===== src/rtl/sreg_pkg.sv =====
package sreg_pkg;

  localparam int REG_W = 16;

  // word offsets; software decodes these, so they are kept fixed
  localparam logic [7:0] OFF_RXD  = 8'h00;
  localparam logic [7:0] OFF_TXD  = 8'h10;
  localparam logic [7:0] OFF_CTL1 = 8'h20;
  localparam logic [7:0] OFF_CTL2 = 8'h21;
  localparam logic [7:0] OFF_CTL3 = 8'h22;
  localparam logic [7:0] OFF_CTL4 = 8'h23;
  localparam logic [7:0] OFF_FCTL = 8'h24;
  localparam logic [7:0] OFF_STS1 = 8'h25;
  localparam logic [7:0] OFF_STS2 = 8'h26;
  localparam logic [7:0] OFF_BINC = 8'h29;
  localparam logic [7:0] OFF_BMOD = 8'h2A;
  localparam logic [7:0] OFF_BCNT = 8'h2B;
  localparam logic [7:0] OFF_MSEC = 8'h2C;
  localparam logic [7:0] OFF_TEST = 8'h2D;

  // bit positions software relies on
  localparam int RXW_VALID = 15;
  localparam int S1_TXRDY  = 13;
  localparam int S1_RXRDY  = 9;
  localparam int S2_TXMT   = 14;
  localparam int S2_TXDONE = 3;
  localparam int S2_RXRDY  = 0;
  localparam int TST_TXMT  = 6;
  localparam int TST_RXMT  = 5;
  localparam int C1_TXIE   = 13;
  localparam int C1_RXIE   = 9;
  localparam int C1_TXMTIE = 6;
  localparam int C2_TXON   = 2;
  localparam int C2_NRST   = 0;

  // write-one-to-clear masks
  localparam logic [REG_W-1:0] S1_CLR_MASK = 16'h9DB0;
  localparam logic [REG_W-1:0] S2_CLR_MASK = 16'hBDD6;

  // reset values of the stored parts
  localparam logic [REG_W-1:0] STS1_INIT  = 16'h4040;
  localparam logic [REG_W-1:0] STS2_INIT  = 16'h0020;
  localparam logic [REG_W-1:0] CTL1_INIT  = 16'h0000;
  localparam logic [REG_W-1:0] CTL2_INIT  = 16'h0001;
  localparam logic [REG_W-1:0] CTL3_INIT  = 16'h0700;
  localparam logic [REG_W-1:0] BMOD_INIT  = 16'h0000;
  localparam logic [REG_W-1:0] BCNT_INIT  = 16'h0004;
  localparam logic [REG_W-1:0] RXBUF_INIT = 16'h4000;
  localparam logic [REG_W-1:0] BREAK_WORD = 16'h0800;

  typedef struct packed {
    logic rd_rxd;
    logic wr_txd;
    logic wr_ctl1;
    logic wr_ctl2;
    logic wr_ctl3;
    logic wr_fctl;
    logic wr_sts1;
    logic wr_sts2;
    logic wr_binc;
    logic wr_bmod;
    logic wr_msec;
  } sreg_acc_t;

endpackage


===== src/rtl/sreg_csr.sv =====
module sreg_csr
  import sreg_pkg::*;
(
  input  logic             clk,
  input  logic             rst_n,
  input  sreg_acc_t        acc,
  input  logic [REG_W-1:0] wdata,
  input  logic             soft_rst,
  output logic [REG_W-1:0] ctl1_q,
  output logic [REG_W-1:0] ctl2_q,
  output logic [REG_W-1:0] ctl3_q,
  output logic [REG_W-1:0] fctl_q,
  output logic [REG_W-1:0] bcnt_q,
  output logic [REG_W-1:0] bmod_q,
  output logic [REG_W-1:0] msec_q,
  output logic [REG_W-1:0] sts1_q,
  output logic [REG_W-1:0] sts2_q
);

  logic [REG_W-1:0] ctl1_d, ctl2_d, ctl3_d, fctl_d, bcnt_d, bmod_d, msec_d;
  logic [REG_W-1:0] sts1_d, sts2_d;
  logic             upd_en;

  assign upd_en = acc.wr_ctl1 | acc.wr_ctl2 | acc.wr_ctl3 | acc.wr_fctl |
                  acc.wr_sts1 | acc.wr_sts2 | acc.wr_binc | acc.wr_bmod |
                  acc.wr_msec | soft_rst;

  always_comb begin
    ctl1_d = ctl1_q;
    ctl2_d = ctl2_q;
    ctl3_d = ctl3_q;
    fctl_d = fctl_q;
    bcnt_d = bcnt_q;
    bmod_d = bmod_q;
    msec_d = msec_q;
    sts1_d = sts1_q;
    sts2_d = sts2_q;
    if (acc.wr_ctl1) ctl1_d = wdata;
    if (acc.wr_ctl3) ctl3_d = wdata;
    if (acc.wr_fctl) fctl_d = wdata;
    if (acc.wr_binc) bcnt_d = wdata;
    if (acc.wr_bmod) bmod_d = wdata;
    if (acc.wr_msec) msec_d = wdata;
    if (acc.wr_sts1) sts1_d = sts1_q & ~(wdata & S1_CLR_MASK);
    if (acc.wr_sts2) sts2_d = sts2_q & ~(wdata & S2_CLR_MASK);
    if (acc.wr_ctl2) begin
      ctl2_d           = wdata;
      ctl2_d[C2_NRST]  = 1'b1;
    end
    if (soft_rst) begin
      ctl1_d = CTL1_INIT;
      ctl3_d = CTL3_INIT;
      bcnt_d = BCNT_INIT;
      bmod_d = BMOD_INIT;
      sts1_d = STS1_INIT;
      sts2_d = STS2_INIT;
    end
  end

  always_ff @(posedge clk or negedge rst_n) begin
    if (!rst_n) begin
      ctl1_q <= CTL1_INIT;
      ctl2_q <= CTL2_INIT;
      ctl3_q <= CTL3_INIT;
      fctl_q <= '0;
      bcnt_q <= BCNT_INIT;
      bmod_q <= BMOD_INIT;
      msec_q <= '0;
      sts1_q <= STS1_INIT;
      sts2_q <= STS2_INIT;
    end else if (upd_en) begin
      ctl1_q <= ctl1_d;
      ctl2_q <= ctl2_d;
      ctl3_q <= ctl3_d;
      fctl_q <= fctl_d;
      bcnt_q <= bcnt_d;
      bmod_q <= bmod_d;
      msec_q <= msec_d;
      sts1_q <= sts1_d;
      sts2_q <= sts2_d;
    end
  end

endmodule


===== src/rtl/sreg_rxhold.sv =====
module sreg_rxhold
  import sreg_pkg::*;
#(
  parameter int CHAR_W = 8
) (
  input  logic              clk,
  input  logic              rst_n,
  input  logic              soft_rst,
  input  logic              take,
  input  logic              in_valid,
  input  logic [CHAR_W-1:0] in_data,
  input  logic              in_brk,
  output logic              in_ready,
  output logic              held_q,
  output logic [REG_W-1:0]  buf_q
);

  logic             held_d;
  logic [REG_W-1:0] buf_d;
  logic             accept;
  logic             upd_en;

  assign in_ready = ~held_q;
  assign accept   = in_valid & ~held_q;
  assign upd_en   = soft_rst | accept | take;

  // soft reset beats a capture, a capture beats a read
  always_comb begin
    held_d = held_q;
    buf_d  = buf_q;
    if (soft_rst) begin
      held_d = 1'b0;
      buf_d  = RXBUF_INIT;
    end else if (accept) begin
      held_d = 1'b1;
      buf_d  = in_brk ? BREAK_WORD : REG_W'(in_data);
    end else if (take) begin
      held_d = 1'b0;
    end
  end

  always_ff @(posedge clk or negedge rst_n) begin
    if (!rst_n) begin
      held_q <= 1'b0;
      buf_q  <= RXBUF_INIT;
    end else if (upd_en) begin
      held_q <= held_d;
      buf_q  <= buf_d;
    end
  end

endmodule


===== src/rtl/sreg_txhold.sv =====
module sreg_txhold #(
  parameter int CHAR_W = 8
) (
  input  logic              clk,
  input  logic              rst_n,
  input  logic              soft_rst,
  input  logic              load,
  input  logic [CHAR_W-1:0] load_data,
  input  logic              out_ready,
  output logic              pend_q,
  output logic [CHAR_W-1:0] data_q
);

  logic              pend_d;
  logic [CHAR_W-1:0] data_d;
  logic              upd_en;

  assign upd_en = soft_rst | load | (pend_q & out_ready);

  always_comb begin
    pend_d = pend_q;
    data_d = data_q;
    if (soft_rst) begin
      pend_d = 1'b0;
    end else if (pend_q) begin
      if (out_ready) pend_d = 1'b0;
    end else if (load) begin
      pend_d = 1'b1;
      data_d = load_data;
    end
  end

  always_ff @(posedge clk or negedge rst_n) begin
    if (!rst_n) begin
      pend_q <= 1'b0;
      data_q <= '0;
    end else if (upd_en) begin
      pend_q <= pend_d;
      data_q <= data_d;
    end
  end

endmodule


===== src/rtl/sreg_irq.sv =====
module sreg_irq
  import sreg_pkg::*;
(
  input  logic             clk,
  input  logic             rst_n,
  input  logic [REG_W-1:0] ctl1,
  input  logic             tx_rdy,
  input  logic             rx_rdy,
  output logic             irq_q
);

  logic irq_d;

  always_comb begin
    irq_d = (rx_rdy & ctl1[C1_RXIE]) |
            (tx_rdy & ctl1[C1_TXIE] & ctl1[C1_TXMTIE]);
  end

  always_ff @(posedge clk or negedge rst_n) begin
    if (!rst_n) irq_q <= 1'b0;
    else        irq_q <= irq_d;
  end

endmodule


===== src/rtl/sreg_top.sv =====
module sreg_top
  import sreg_pkg::*;
#(
  parameter int ADDR_W = 8,
  parameter int DATA_W = 32,
  parameter int CHAR_W = 8
) (
  input  logic              clk,
  input  logic              rst_n,
  input  logic              bus_sel,
  input  logic              bus_wr,
  input  logic [ADDR_W-1:0] bus_addr,
  input  logic [DATA_W-1:0] bus_wdata,
  output logic [DATA_W-1:0] bus_rdata,
  output logic              bus_rvalid,
  output logic              tx_valid,
  output logic [CHAR_W-1:0] tx_data,
  input  logic              tx_ready,
  input  logic              rx_valid,
  input  logic [CHAR_W-1:0] rx_data,
  input  logic              rx_brk,
  output logic              rx_ready,
  output logic              irq
);

  localparam int SYNC_N = 2;

  // reset: asserted asynchronously, released through a short synchroniser
  logic [SYNC_N-1:0] rst_sync_q;
  logic              rst_ni;

  always_ff @(posedge clk or negedge rst_n) begin
    if (!rst_n) rst_sync_q <= '0;
    else        rst_sync_q <= {rst_sync_q[SYNC_N-2:0], 1'b1};
  end
  assign rst_ni = rst_sync_q[SYNC_N-1];

  logic             wr_stb, rd_stb, soft_rst;
  sreg_acc_t        acc;
  logic [REG_W-1:0] wdata_lo;
  logic [REG_W-1:0] ctl1_q, ctl2_q, ctl3_q, fctl_q, bcnt_q, bmod_q, msec_q;
  logic [REG_W-1:0] sts1_q, sts2_q, rxbuf_q;
  logic             rx_held;
  logic [REG_W-1:0] rd_mux;
  logic [DATA_W-1:0] rdata_q;
  logic             rvalid_q;
  logic             unused_wdata;

  assign wr_stb       = bus_sel & bus_wr;
  assign rd_stb       = bus_sel & ~bus_wr;
  assign wdata_lo     = bus_wdata[REG_W-1:0];
  assign unused_wdata = ^bus_wdata[DATA_W-1:REG_W];

  always_comb begin
    acc         = '0;
    acc.rd_rxd  = rd_stb & (bus_addr == ADDR_W'(OFF_RXD));
    acc.wr_txd  = wr_stb & (bus_addr == ADDR_W'(OFF_TXD));
    acc.wr_ctl1 = wr_stb & (bus_addr == ADDR_W'(OFF_CTL1));
    acc.wr_ctl2 = wr_stb & (bus_addr == ADDR_W'(OFF_CTL2));
    acc.wr_ctl3 = wr_stb & (bus_addr == ADDR_W'(OFF_CTL3));
    acc.wr_fctl = wr_stb & (bus_addr == ADDR_W'(OFF_FCTL));
    acc.wr_sts1 = wr_stb & (bus_addr == ADDR_W'(OFF_STS1));
    acc.wr_sts2 = wr_stb & (bus_addr == ADDR_W'(OFF_STS2));
    acc.wr_binc = wr_stb & (bus_addr == ADDR_W'(OFF_BINC));
    acc.wr_bmod = wr_stb & (bus_addr == ADDR_W'(OFF_BMOD));
    acc.wr_msec = wr_stb & (bus_addr == ADDR_W'(OFF_MSEC));
  end

  assign soft_rst = acc.wr_ctl2 & ~wdata_lo[C2_NRST];

  sreg_csr csr_i (
    .clk      (clk),
    .rst_n    (rst_ni),
    .acc      (acc),
    .wdata    (wdata_lo),
    .soft_rst (soft_rst),
    .ctl1_q   (ctl1_q),
    .ctl2_q   (ctl2_q),
    .ctl3_q   (ctl3_q),
    .fctl_q   (fctl_q),
    .bcnt_q   (bcnt_q),
    .bmod_q   (bmod_q),
    .msec_q   (msec_q),
    .sts1_q   (sts1_q),
    .sts2_q   (sts2_q)
  );

  sreg_rxhold #(.CHAR_W(CHAR_W)) rxh_i (
    .clk      (clk),
    .rst_n    (rst_ni),
    .soft_rst (soft_rst),
    .take     (acc.rd_rxd),
    .in_valid (rx_valid),
    .in_data  (rx_data),
    .in_brk   (rx_brk),
    .in_ready (rx_ready),
    .held_q   (rx_held),
    .buf_q    (rxbuf_q)
  );

  sreg_txhold #(.CHAR_W(CHAR_W)) txh_i (
    .clk       (clk),
    .rst_n     (rst_ni),
    .soft_rst  (soft_rst),
    .load      (acc.wr_txd & ctl2_q[C2_TXON]),
    .load_data (bus_wdata[CHAR_W-1:0]),
    .out_ready (tx_ready),
    .pend_q    (tx_valid),
    .data_q    (tx_data)
  );

  sreg_irq irq_i (
    .clk    (clk),
    .rst_n  (rst_ni),
    .ctl1   (ctl1_q),
    .tx_rdy (~tx_valid),
    .rx_rdy (rx_held),
    .irq_q  (irq)
  );

  // read view: stored bits overlaid with the live flags
  always_comb begin
    rd_mux = '0;
    case (bus_addr)
      ADDR_W'(OFF_RXD):  begin
        rd_mux            = rxbuf_q;
        rd_mux[RXW_VALID] = rxbuf_q[RXW_VALID] | rx_held;
      end
      ADDR_W'(OFF_CTL1): rd_mux = ctl1_q;
      ADDR_W'(OFF_CTL2): rd_mux = ctl2_q;
      ADDR_W'(OFF_CTL3): rd_mux = ctl3_q;
      ADDR_W'(OFF_FCTL): rd_mux = fctl_q;
      ADDR_W'(OFF_STS1): begin
        rd_mux           = sts1_q;
        rd_mux[S1_TXRDY] = ~tx_valid;
        rd_mux[S1_RXRDY] = rx_held;
      end
      ADDR_W'(OFF_STS2): begin
        rd_mux            = sts2_q;
        rd_mux[S2_TXMT]   = ~tx_valid;
        rd_mux[S2_TXDONE] = ~tx_valid;
        rd_mux[S2_RXRDY]  = rx_held;
      end
      ADDR_W'(OFF_BMOD): rd_mux = bmod_q;
      ADDR_W'(OFF_BCNT): rd_mux = bcnt_q;
      ADDR_W'(OFF_MSEC): rd_mux = msec_q;
      ADDR_W'(OFF_TEST): begin
        rd_mux[TST_TXMT] = ~tx_valid;
        rd_mux[TST_RXMT] = ~rx_held;
      end
      default:           rd_mux = '0;
    endcase
  end

  always_ff @(posedge clk or negedge rst_ni) begin
    if (!rst_ni) begin
      rvalid_q <= 1'b0;
      rdata_q  <= '0;
    end else begin
      rvalid_q <= rd_stb;
      if (rd_stb) rdata_q <= DATA_W'(rd_mux);
    end
  end

  assign bus_rdata  = rdata_q;
  assign bus_rvalid = rvalid_q;

endmodule


===== config.mk =====
export PLATFORM = sky130hd
export DESIGN_NAME = sreg_top
export DESIGN_NICKNAME = d
export VERILOG_FILES = /design/src/rtl/sreg_pkg.sv /design/src/rtl/sreg_csr.sv /design/src/rtl/sreg_rxhold.sv /design/src/rtl/sreg_txhold.sv /design/src/rtl/sreg_irq.sv /design/src/rtl/sreg_top.sv
export SDC_FILE = /design/constraint.sdc
export NUM_CORES = 1
export LEC_CHECK = 0
export BUFFER_PORTS_ARGS = -buffer_cell sky130_fd_sc_hd__clkbuf_2
export CAP_MARGIN = 20
export CELL_PAD_IN_SITES_DETAIL_PLACEMENT = 1
export CELL_PAD_IN_SITES_GLOBAL_PLACEMENT = 1
export CORE_ASPECT_RATIO = 1.2
export CORE_MARGIN = 4
export CORE_UTILIZATION = 41
export CTS_BUF_LIST = sky130_fd_sc_hd__clkbuf_4 sky130_fd_sc_hd__clkbuf_8 sky130_fd_sc_hd__clkbuf_16
export DETAILED_ROUTE_END_ITERATION = 12
export PLACE_DENSITY = 0.82
export SLEW_MARGIN = 10
export SYNTH_ARGS = -nofsm -noshare
export SYNTH_HDL_FRONTEND = slang
export SYNTH_SLANG_ARGS = --single-unit

===== constraint.sdc =====
create_clock -name clk -period 5.5 [get_ports clk]
set_clock_uncertainty 0.1 [all_clocks]
set_input_delay 0 -clock clk [delete_from_list [all_inputs] [get_ports clk]]
set_output_delay 0 -clock clk [all_outputs]
set_load 0.02 [all_outputs]

# --- Yosys cells after proc, flatten, opt, wreduce, memory -nomap -nowiden ---
# Index checks and enable logic that the tools add are counted.
classes:
  eq_ne: 12
  muxes: 25
  bitwise_logic: 44
  reduce_logical: 21
ops:
  columns: ["operator", "count"]
  rows:
  - ["2-to-1 mux 16 bit", 14]
  - ["one-hot mux 9 bit (10 select lines)", 1]
  - ["== test 8 x 6 -> 1 bit (second input constant)", 11]
  - ["one-hot mux 5 bit (10 select lines)", 1]
  - ["AND 16 bit", 2]
  - ["NOT 16 bit", 2]
  - ["one-hot mux 2 bit (11 select lines)", 1]
  - ["AND reduction 2 bit", 11]
  - ["AND 1 bit", 20]
  - ["OR 1 bit", 15]
  - ["nonzero test 2 bit", 7]
  - ["2-to-1 mux 12 bit", 1]
  - ["== test 8 x 5 -> 1 bit (second input constant)", 1]
  - ["zero test 8 bit", 1]
  - ["2-to-1 mux 1 bit", 7]
  - ["NOT 1 bit", 5]
  - ["AND reduction 4 bit", 1]
  - ["nonzero test 3 bit", 1]
totals:
  ff_bits: 189
  input_bits: 55

# --- Longest topological paths before layout ---
# Gate-level depths: netlist of run 1.
depth:
  word_depth: 12
  depth_mapped: 10
  depth_no_buf: 6

# --- Cells and area by module ---
# From an unflattened synthesis of run 1, not the netlist that was laid out.
hier_totals:
  hier_cells: 799
  hier_area_um2: 8904.8
by_module_without_submodules:
  columns: ["mod", "n_inst", "cells_per_inst", "area_per_inst_um2"]
  rows:
  - ["sreg_csr", 1, 393, 5454.0]
  - ["sreg_top", 1, 330, 2553.7]
  - ["sreg_rxhold", 1, 54, 516.7]
  - ["sreg_txhold", 1, 20, 345.3]
  - ["sreg_irq", 1, 2, 35.0]

# --- Worst setup path after synthesis of run 1 ---
# No wires, ideal clock.
synth_timing:
  path_type: "input -> register"
  from: "input port bus_addr[1]"
  to: "register txh_i.data_q[1]"
  setup_ns: 0.125
  arrival_ns: 1.638
  path_slack_ns: 3.637
  stages: 5
  path_cell_list: "buf_2 -> or4_1 -> clkbuf_1 -> nor3_2 -> mux2_2"
synth_between:
  elab_chain_cells: 6
  elab_cells_between_ends: 10
synth_lines:
  columns: ["item", "line", "source"]
  rows:
  - ["start, declared", "sreg_top.sv:12", "input logic [ADDR_W-1:0] bus_addr,"]
  - ["== test 8 x 6 -> 1 bit or == test 8 x 5 -> 1 bit (tied branches)", "sreg_top.sv:59, sreg_top.sv:57", null]
  - ["AND 1 bit, on equally long branches", "sreg_top.sv:59, sreg_top.sv:57", null]
  - ["AND 1 bit, on equally long branches", "sreg_top.sv:69, sreg_top.sv:105", null]
  - ["OR 1 bit (2 in series)", "sreg_txhold.sv:18", "assign upd_en = soft_rst | load | (pend_q & out_ready);"]
  - ["AND reduction 4 bit (no line) *", null, null]
  - ["end signal, assigned", "sreg_txhold.sv:39", "data_q <= data_d;"]
  - ["end, declared", "sreg_txhold.sv:11", "output logic [CHAR_W-1:0] data_q"]
# Every way passes the cells marked *; elsewhere a longest branch is shown, timed or not.
# A chain may end at the register's enable or synchronous reset.

# --- Final worst setup path of run 1 ---
layout_timing:
  from: "input port bus_addr[3]"
  to: "register csr_i.bmod_q[2]"
layout_between:
  elab_chain_cells: 12
  elab_cells_between_ends: 31
layout_lines:
  columns: ["item", "line", "source"]
  rows:
  - ["== test 8 x 6 -> 1 bit, on equally long branches", "sreg_top.sv:58, sreg_top.sv:59", null]
  - ["AND 1 bit, on equally long branches", "sreg_top.sv:58, sreg_top.sv:59", null]
  - ["OR 1 bit (4 in series)", "sreg_csr.sv:24", "assign upd_en = acc.wr_ctl1 | acc.wr_ctl2 | acc.wr_ctl3 | acc.wr_fctl |"]
  - ["OR 1 bit (4 in series)", "sreg_csr.sv:25", "acc.wr_sts1 | acc.wr_sts2 | acc.wr_binc | acc.wr_bmod |"]
  - ["OR 1 bit", "sreg_csr.sv:26", "acc.wr_msec | soft_rst;"]
  - ["AND reduction 2 bit (no line)", null, null]
  - ["end signal, assigned", "sreg_csr.sv:77", "bmod_q <= bmod_d;"]
  - ["end, declared", "sreg_csr.sv:14", "output logic [REG_W-1:0] bmod_q,"]
# Several ways; a longest one is shown, not always the timed one.

==> flow_summary.yaml, run 1 <==
sta:
  drv_slew: 0
  fin_crit_sh_pct: 58.7
  slew_headroom_pct: 20.8
  fin_crit_ns: 3.23
  rsz0062_at_grt: "no"
  setup_viol: 0
  final-hold-violation-count: 0
  timing.fmax_mhz: 310
  worst_slew_pin_slew_ns: 1.19
  tns_ns: 0
drt:
  vias_per_cell: 5.88
  dr.pass1.iters: 5
  drt_iter0_markers: 580
  met1_length_um: 11400
  dr_total_vias: 6990
  ant_nets: 0
  wire_per_inst_um: 23.5
  top_layer: "met4"
  wl_met2_um: 13500
  met3_wirelength_um: 1850
  drc: 0
  wl_um: 27900
finish:
  layout.nets: 970
  final_util_pct: 49.9
  layout_common_cells: "nand2_1 (167), dfrtp_1 (164), clkbuf_2 (66)"
  drive_gt1_share_pct: 20.4
  antenna_cells: 0
  n_fill_cell: 2224
  area_growth_pct: 19.9
  final_common_cell: "nand2_1"
power:
  p_per_area_mw_per_mm2: 297
  swShare_pct: 23.4
  peakVddDrop_mv: 0.216
  power_frac_comb_pct: 7.3
  p_int_uw: 2210
  clockPowerShare_pct: 46.8
  power_switching_uw: 676
  seq_power_share_pct: 46.0
  power_leakage_uw: 0.00456
grt:
  overflow: 0
  grt_pass1_wl_um: 43600
  grt_usage_pct: 26.1
  antenna_found_initial: 0
  grt_pass1_vias: 7498
  grt_max_degree: 67
clock_tree:
  cts_tree: "built"
  clk_pin_slew_ns: 0.06
  cts_hold_buffers: 38
  cts_resized: 0
  cts_root_buf: "clkbuf_16"
  clock_sinks: 171
  cts_buffers: 17
  htreeDepth: 4
  clk_path_buf_depth: 2
  insertion_delay_ns: 0.43
  cts_setup_buffers: 0
placed_design:
  dp_hpwl_um: 18400
  numPortBuffers: 66
  place_congestion: 0.899
setup_path:
  critPathKind: "in -> reg"
  required_ns: 5.74
  worst_setup_path_start_kind: "input pin"
  crit_fanout: 30
  crit_path_end_kind: "flip-flop"
  rr_worst_depth: 6
  reg2reg_slack_ns: 3.12
  worst_ep_arrival_time_ns: 3.47
die:
  rows: 56
  start_util_pct: 41.6
  die_width_um: 136
  io_pins: 99
  core_mm2: 0.0195
  fp.dieArea_mm2: 0.0221
  chipHeight_um: 162
synthesis:
  synth_flop_cell: "dfrtp_1"
  synth-seq-area-share_pct: 52.9
  yosysWarningCount: 0
  syn_inst: 820
  synth_area_mm2: 0.00811
  ys_types: 61
  async_flop_share_pct: 100
  synth-edff-count: 0
  avgSynthCellArea_um2: 9.89
  synth_seq_cells: 171
status:
  status: "finished, final reports clean"
min_path:
  hold_depth: 5
  hp-class: "in -> reg"
run:
  maxCapViolations: 0
## metal layers
layer  track usage [%]  up-vias
met2              42.7      293
met5                 0        -
met1              33.1     3557
met4              11.5        0
met3              5.76       78
li1                  -     3062
## cells by family (layout without fill, tap and decap cells)
kind of cell	Yosys count	in the layout	synth area share [%]
and+or+nand+nor	304	304	17.9
AOI/OAI and AO/OA	198	198	15.4
DFF	171	171	52.9
buffers and inverters	79	172	4.75
muxes	66	66	9.01
other	2	17	0.0926
## cells in the mapped netlist, drive strengths merged (9+ instances only)
library cell | instances | area (µm²)
o21ai | 65 | 325
buf | 35 | 220
nand3 | 14 | 75.1
mux2i | 19 | 190
a31oi | 9 | 56.3
nand2 | 168 | 633
a22oi | 17 | 128
clkbuf | 34 | 128
inv | 10 | 37.5
dfrtp | 165 | 4130
mux2 | 46 | 518
and2 | 9 | 56.3
a21boi | 14 | 105
nor3b | 12 | 90.1
a21oi | 46 | 230
nand2b | 15 | 93.8
nand4 | 9 | 56.3
nor3 | 13 | 81.3
nor2 | 35 | 139
## final cells by class
type	count	area, µm²	area share [%]
Multi-Input combinational cell	585	3500	36.0
Clock buffer	21	468	4.82
Tap cell	261	327	3.36
Timing Repair Buffer	130	906	9.32
Sequential cell	171	4290	44.2
Clock inverter	11	190	1.96
Inverter	10	37.5	0.386
## path summary, 6_finish.rpt
check,startpoint,to
max reg2reg,rxh_i.held_q,rxh_i.buf_q[1]
min in group asynchronous,rst_sync_q[1],csr_i.msec_q[10]
min reg2reg,rst_sync_q[1],csr_i.msec_q[10]
min,bus_sel,bus_rdata[13]
max,bus_addr[3],csr_i.bmod_q[2]
max in group asynchronous,rst_sync_q[1],csr_i.msec_q[14]
## worst max-delay path, cell delays in order
cell and delay, ns:
dlygate4sd3_1 0.53, clkbuf_2 0.14, buf_4 0.40, nor2b_1 0.62, buf_4 0.27, and3_1 0.44
and2_1 0.74, nand2_1 0.12, a21oi_1 0.18
## power groups by stage
stage | Clock [µW] | Combinational [µW] | Sequential (µW)
floorplan | 0 | 107 | 1360
global placement | 0 | 183 | 1350
detailed placement | 0 | 189 | 1350
CTS | 1360 | 208 | 1330
global route | 1420 | 226 | 1330
finish | 1350 | 209 | 1330
## flip-flops by register name, summed over array words and instances (netlist names), 2 cells and up
signal        count
csr_i.ctl2_q     15
csr_i.sts2_q     11
csr_i.bcnt_q     16
csr_i.ctl3_q     16
txh_i.data_q      8
csr_i.sts1_q      9
bus_rdata        16
csr_i.ctl1_q     16
csr_i.bmod_q     16
csr_i.fctl_q     16
rxh_i.buf_q      10
csr_i.msec_q     16
rst_sync_q        2
## through the flow
| step | total power, µW | hold slack, ns | setup slack (ns) | cells | area, µm² |
|---|---|---|---|---|---|
| floorplan | 1460 | -0.396 | 0.293 | 835 | 8160 |
| global placement | 1530 | -0.314 | 2.62 | 1119 | 8680 |
| detailed placement | 1540 | -0.312 | 2.52 | 1119 | 8680 |
| CTS | 2900 | 0.0459 | 2.41 | 1189 | 9720 |
| global route | 2980 | 0.106 | 2.18 | 1189 | 9720 |
| finish | 2880 | 0.0605 | 2.27 | 1189 | 9720 |
(Power assumes the default switching activity.)
==> run 2, diff against run 1 <==
==> constraint.sdc (replaced) <==
create_clock -name clk -period 2.9 [get_ports clk]
set_clock_uncertainty 0.1 [all_clocks]
set_input_delay 0 -clock clk [delete_from_list [all_inputs] [get_ports clk]]
set_output_delay 0 -clock clk [all_outputs]
set_load 0.02 [all_outputs]
==> run 2 against run 1 <==
Against the previous run:
- global-route usage up 0.66 points
- clock power rose by 77%
- final area grew 1.6%
- largest cell class unchanged
- critical path depth decreased by 3
- register-to-register slack lost 2.6 ns
- sequential power rose by 88%
- first-iteration DRC count up 5.7%
- worst setup slack worse by 1.7 ns
- count of clock-buffer cells in the layout fell by 3
- critical endpoint is now rxh_i.buf_q[4]
- utilization up 0.80 points
- sequential share of layout area shrank 0.70 points
- non-clock buffer count up 23
==> flow_summary.yaml, run 2 (synthesized netlist as in run 1, its figures left out) <==
status:
  status: "finished, final reports clean"
placed_design:
  place_congestion: 0.911
  dp_hpwl_um: 19600
  numPortBuffers: 66
power:
  power_frac_comb_pct: 8.0
  clockPowerShare_pct: 44.9
  power_leakage_uw: 0.00466
  p_per_area_mw_per_mm2: 538
  p_int_uw: 3980
  peakVddDrop_mv: 0.406
  seq_power_share_pct: 47.1
  swShare_pct: 25.1
  power_switching_uw: 1330
clock_tree:
  htreeDepth: 4
  cts_resized: 0
  cts_hold_buffers: 37
  insertion_delay_ns: 0.44
  clock_sinks: 171
  clk_path_buf_depth: 2
  cts_buffers: 17
  cts_tree: "built"
  cts_root_buf: "clkbuf_16"
  clk_pin_slew_ns: 0.07
  cts_setup_buffers: 0
sta:
  tns_ns: 0
  rsz0062_at_grt: "no"
  final-hold-violation-count: 0
  slew_headroom_pct: 36.6
  fin_crit_ns: 2.35
  worst_slew_pin_slew_ns: 0.937
  drv_slew: 0
  setup_viol: 0
  fin_crit_sh_pct: 80.9
  timing.fmax_mhz: 426
drt:
  wire_per_inst_um: 23.8
  dr.pass1.iters: 7
  drc: 0
  wl_um: 28900
  dr_total_vias: 7180
  ant_nets: 0
  drt_iter0_markers: 613
  vias_per_cell: 5.92
min_path:
  hp-class: "in -> reg"
finish:
  area_growth_pct: 21.8
  final_common_cell: "nand2_1"
  seqCellArea_mm2: 0.00429
  layout.nets: 993
  layout_common_cells: "nand2_1 (167), dfrtp_1 (164), clkbuf_2 (66)"
  antenna_cells: 0
  multiInputGateArea_mm2: 0.00350
  n_fill_cell: 2183
  drive_gt1_share_pct: 22.4
  final_util_pct: 50.7
setup_path:
  worst_setup_path_start_kind: "flip-flop"
  crit_fanout: 18
  crit_path_end_kind: "flip-flop"
  critPathKind: "reg -> reg"
  worst_ep_arrival_time_ns: 2.56
  required_ns: 3.11
die:
  fp.dieArea_mm2: 0.0221
  rows: 56
  io_pins: 99
  core_mm2: 0.0195
  chipHeight_um: 162
  start_util_pct: 41.6
  die_width_um: 136
grt:
  grt_usage_pct: 26.7
  grt_pass1_vias: 7647
  grt_max_degree: 97
  overflow: 0
  grt_pass1_wl_um: 44500
  antenna_found_initial: 1
run:
  maxCapViolations: 0
==> run 2: power groups by stage <==
stage | sequential [µW] | clock (µW) | combinational (µW)
2_1_floorplan | 2570 | 0 | 202
3_3_place_gp | 2540 | 0 | 371
3_5_place_dp | 2550 | 0 | 385
4_1_cts | 2500 | 2400 | 421
5_1_grt | 2510 | 2510 | 459
6_report | 2500 | 2390 | 426
==> run 2: per-layer routing <==
layer / vias up / part of all wire (%) / global-route usage [%]
met5: - / 0.045 / 0
met4: 2 / 4.8 / 13.3
met3: 113 / 6.8 / 5.89
met2: 329 / 49 / 43.7
met1: 3642 / 40 / 33.4
li1: 3094 / - / -
==> run 2: area by class of cell <==
type | count | area share (%)
inverters | 10 | 0.380
multi-input cells | 585 | 35.4
well taps | 261 | 3.31
flip-flops and latches | 171 | 43.5
clock buffers | 18 | 4.45
repair buffers | 153 | 11.3
clock inverters | 14 | 1.70
==> run 2: through the flow <==
| step | power [µW] | setup WS [ns] | hold WS (ns) | instance area [µm²] | cells |
|---|---|---|---|---|---|
| 4_1_cts | 5320 | 0.571 | 0.0460 | 9870 | 1212 |
| 6_report | 5310 | 0.555 | 0.0665 | 9870 | 1212 |
| 3_3_place_gp | 2910 | 0.629 | -0.313 | 8900 | 1143 |
| 2_1_floorplan | 2770 | 1.04 | -0.396 | 8170 | 835 |
| 3_5_place_dp | 2930 | 0.548 | -0.309 | 8900 | 1143 |
| 5_1_grt | 5480 | 0.328 | 0.0939 | 9870 | 1212 |
==> run 2: critical path, cell delays in order, from the launching register on <==
cell and delay [ns]:
dfrtp_1 0.60, inv_1 0.15, nand2_1 0.49, nor3b_1 0.13
dlygate4sd3_1 0.58, a21oi_1 0.12, nor2_1 0.06
==> run 2: path summary, 6_finish.rpt <==
check | start | to | slack (ns) | cells past startpoint
min | bus_sel | bus_rdata[13] | 0.07 | 5
max | rxh_i.held_q | rxh_i.buf_q[4] | 0.55 | 6
min in group asynchronous | rst_sync_q[1] | csr_i.fctl_q[11] | 0.26 | 1
min reg2reg | rst_sync_q[1] | csr_i.fctl_q[11] | 0.26 | 1
max in group asynchronous | rst_sync_q[1] | csr_i.bcnt_q[2] | 1.95 | 1
max reg2reg | rxh_i.held_q | rxh_i.buf_q[4] | 0.55 | 6
==> run 3, diff against run 2 <==
==> constraint.sdc (replaced) <==
create_clock -name clk -period 1.9 [get_ports clk]
set_clock_uncertainty 0.1 [all_clocks]
set_input_delay 0 -clock clk [delete_from_list [all_inputs] [get_ports clk]]
set_output_delay 0 -clock clk [all_outputs]
set_load 0.02 [all_outputs]
==> run 3 against run 2 <==
Against the previous run:
- via count is 2.4% higher
- count of clock-buffer cells in the layout is 1 lower
- first-iteration DRC count is 1.6% higher
- combinational power is 60% higher
- sequential share of layout area is 1.3 points lower
- global-route usage is 1.3 points higher
- clock power is 43% higher
- sequential power is 53% higher
- critical endpoint is now bus_rdata[5]
- largest power group unchanged
==> flow_summary.yaml, run 3 (synthesized netlist as in run 1, its figures left out) <==
status:
  status: "finished, final reports clean"
drt:
  drt_iter0_markers: 623
  wl_um: 29800
  vias_per_cell: 5.87
  dr.pass1.iters: 5
  drc: 0
  ant_nets: 0
  dr_total_vias: 7349
  wire_per_inst_um: 23.8
finish:
  final_common_cell: "nand2_1"
  drive_gt1_share_pct: 26.3
  antenna_cells: 0
  layout_common_cells: "nand2_1 (167), dfrtp_1 (164), buf_4 (89)"
  layout.nets: 1032
  final_util_pct: 52.2
  area_growth_pct: 25.5
clock_tree:
  cts_root_buf: "clkbuf_16"
  cts_resized: 0
  cts_hold_buffers: 29
  cts_buffers: 17
  cts_tree: "built"
  clock_sinks: 171
  cts_setup_buffers: 0
  htreeDepth: 4
  clk_pin_slew_ns: 0.07
  insertion_delay_ns: 0.45
  clk_path_buf_depth: 2
die:
  core_mm2: 0.0195
  start_util_pct: 41.6
  die_width_um: 136
  rows: 56
  chipHeight_um: 162
  fp.dieArea_mm2: 0.0221
  io_pins: 99
setup_path:
  reg2reg_from: "rxh_i.held_q"
  rr_worst_depth: 5
  crit_path_end_kind: "flip-flop"
  worst_setup_path_start_kind: "flip-flop"
  reg2reg_slack_ns: 0.17
  worst_ep_arrival_time_ns: 2.00
  critical_path_buf_inv_count: 1
  cpLargestDelayFamily: "multiplexers"
  worstPathCellList: "inv_1, mux2i_1, nand2b_1, mux4_2, a21oi_1"
  crit_fanout: 6
  r2r_end: "bus_rdata[5]"
  max_stage_delay_ns: 0.50
  required_ns: 2.17
  cp.depth: 5
  critPathSlowestCell: "dfrtp_1"
  critPathKind: "reg -> reg"
power:
  peakVddDrop_mv: 0.672
  power_leakage_uw: 0.00483
  p_per_area_mw_per_mm2: 780
  total_power_uw: 7940
sta:
  drv_slew: 0
  rsz0062_at_grt: "no"
  timing.fmax_mhz: 578
  fin_crit_ns: 1.73
  setup_viol: 0
  final-hold-violation-count: 0
  fin_ws_ns: 0.171
  tns_ns: 0
  fin_crit_sh_pct: 91.0
  holdWs_ns: 0.0566
grt:
  antenna_found_initial: 0
  grt_pass1_wl_um: 46400
  overflow: 0
  grt_usage_pct: 28.0
  grt_pass1_vias: 7773
  grt_max_degree: 57
min_path:
  hp-class: "in -> reg"
  hold_depth: 4
  hold_path.startpoint: "bus_sel"
  hold_path_end: "bus_rdata[13]"
run:
  maxCapViolations: 0
placed_design:
  numPortBuffers: 66
  place_congestion: 0.922
  dp_hpwl_um: 21200
  post-place-ws_ns: -0.152
==> run 3: cell type report <==
class,count,area (µm²)
Fill cell,2224,9310
Sequential cell,171,4290
Multi-Input combinational cell,585,3500
Timing Repair Buffer,192,1450
Clock buffer,17,425
Tap cell,261,327
Clock inverter,15,146
Inverter,10,37.5
==> run 3: worst reg2reg max path, cell delays in order, from the launching register on <==
cell and delay (ns):
dfrtp_1 0.50, inv_1 0.21, mux2i_1 0.09, nand2b_1 0.14, mux4_2 0.46, a21oi_1 0.15
==> run 3: how the worst max path moves through the flow <==
stage / startpoint / end
after floorplan: rst_sync_q[1] / bus_rdata[0]
after global placement: bus_addr[4] / csr_i.ctl3_q[4]
after detailed placement: bus_addr[4] / csr_i.ctl3_q[4]
after CTS: rxh_i.held_q / bus_rdata[5]
after global routing: rxh_i.held_q / bus_rdata[5]
final: rxh_i.held_q / bus_rdata[5]
==> run 3: where the power goes <==
group          switching [µW]  internal, µW  leakage (µW)  total, µW
Clock                    1680          1740      0.000275       3420
Combinational             431           251       0.00222        682
Sequential               85.5          3750       0.00233       3830
==> run 3: stage by stage <==
stage | area, µm² | std cells
finish | 10200 | 1251
global route | 10200 | 1251
CTS | 10200 | 1251
detailed placement | 9310 | 1190
global placement | 9310 | 1190
floorplan | 8170 | 835
==> run 3: routing by layer <==
layer  track usage, %  wire (µm)
met2             44.8      14200
met5                0          0
met1             36.1      12100
met3             5.05       1980
met4             15.3       1530
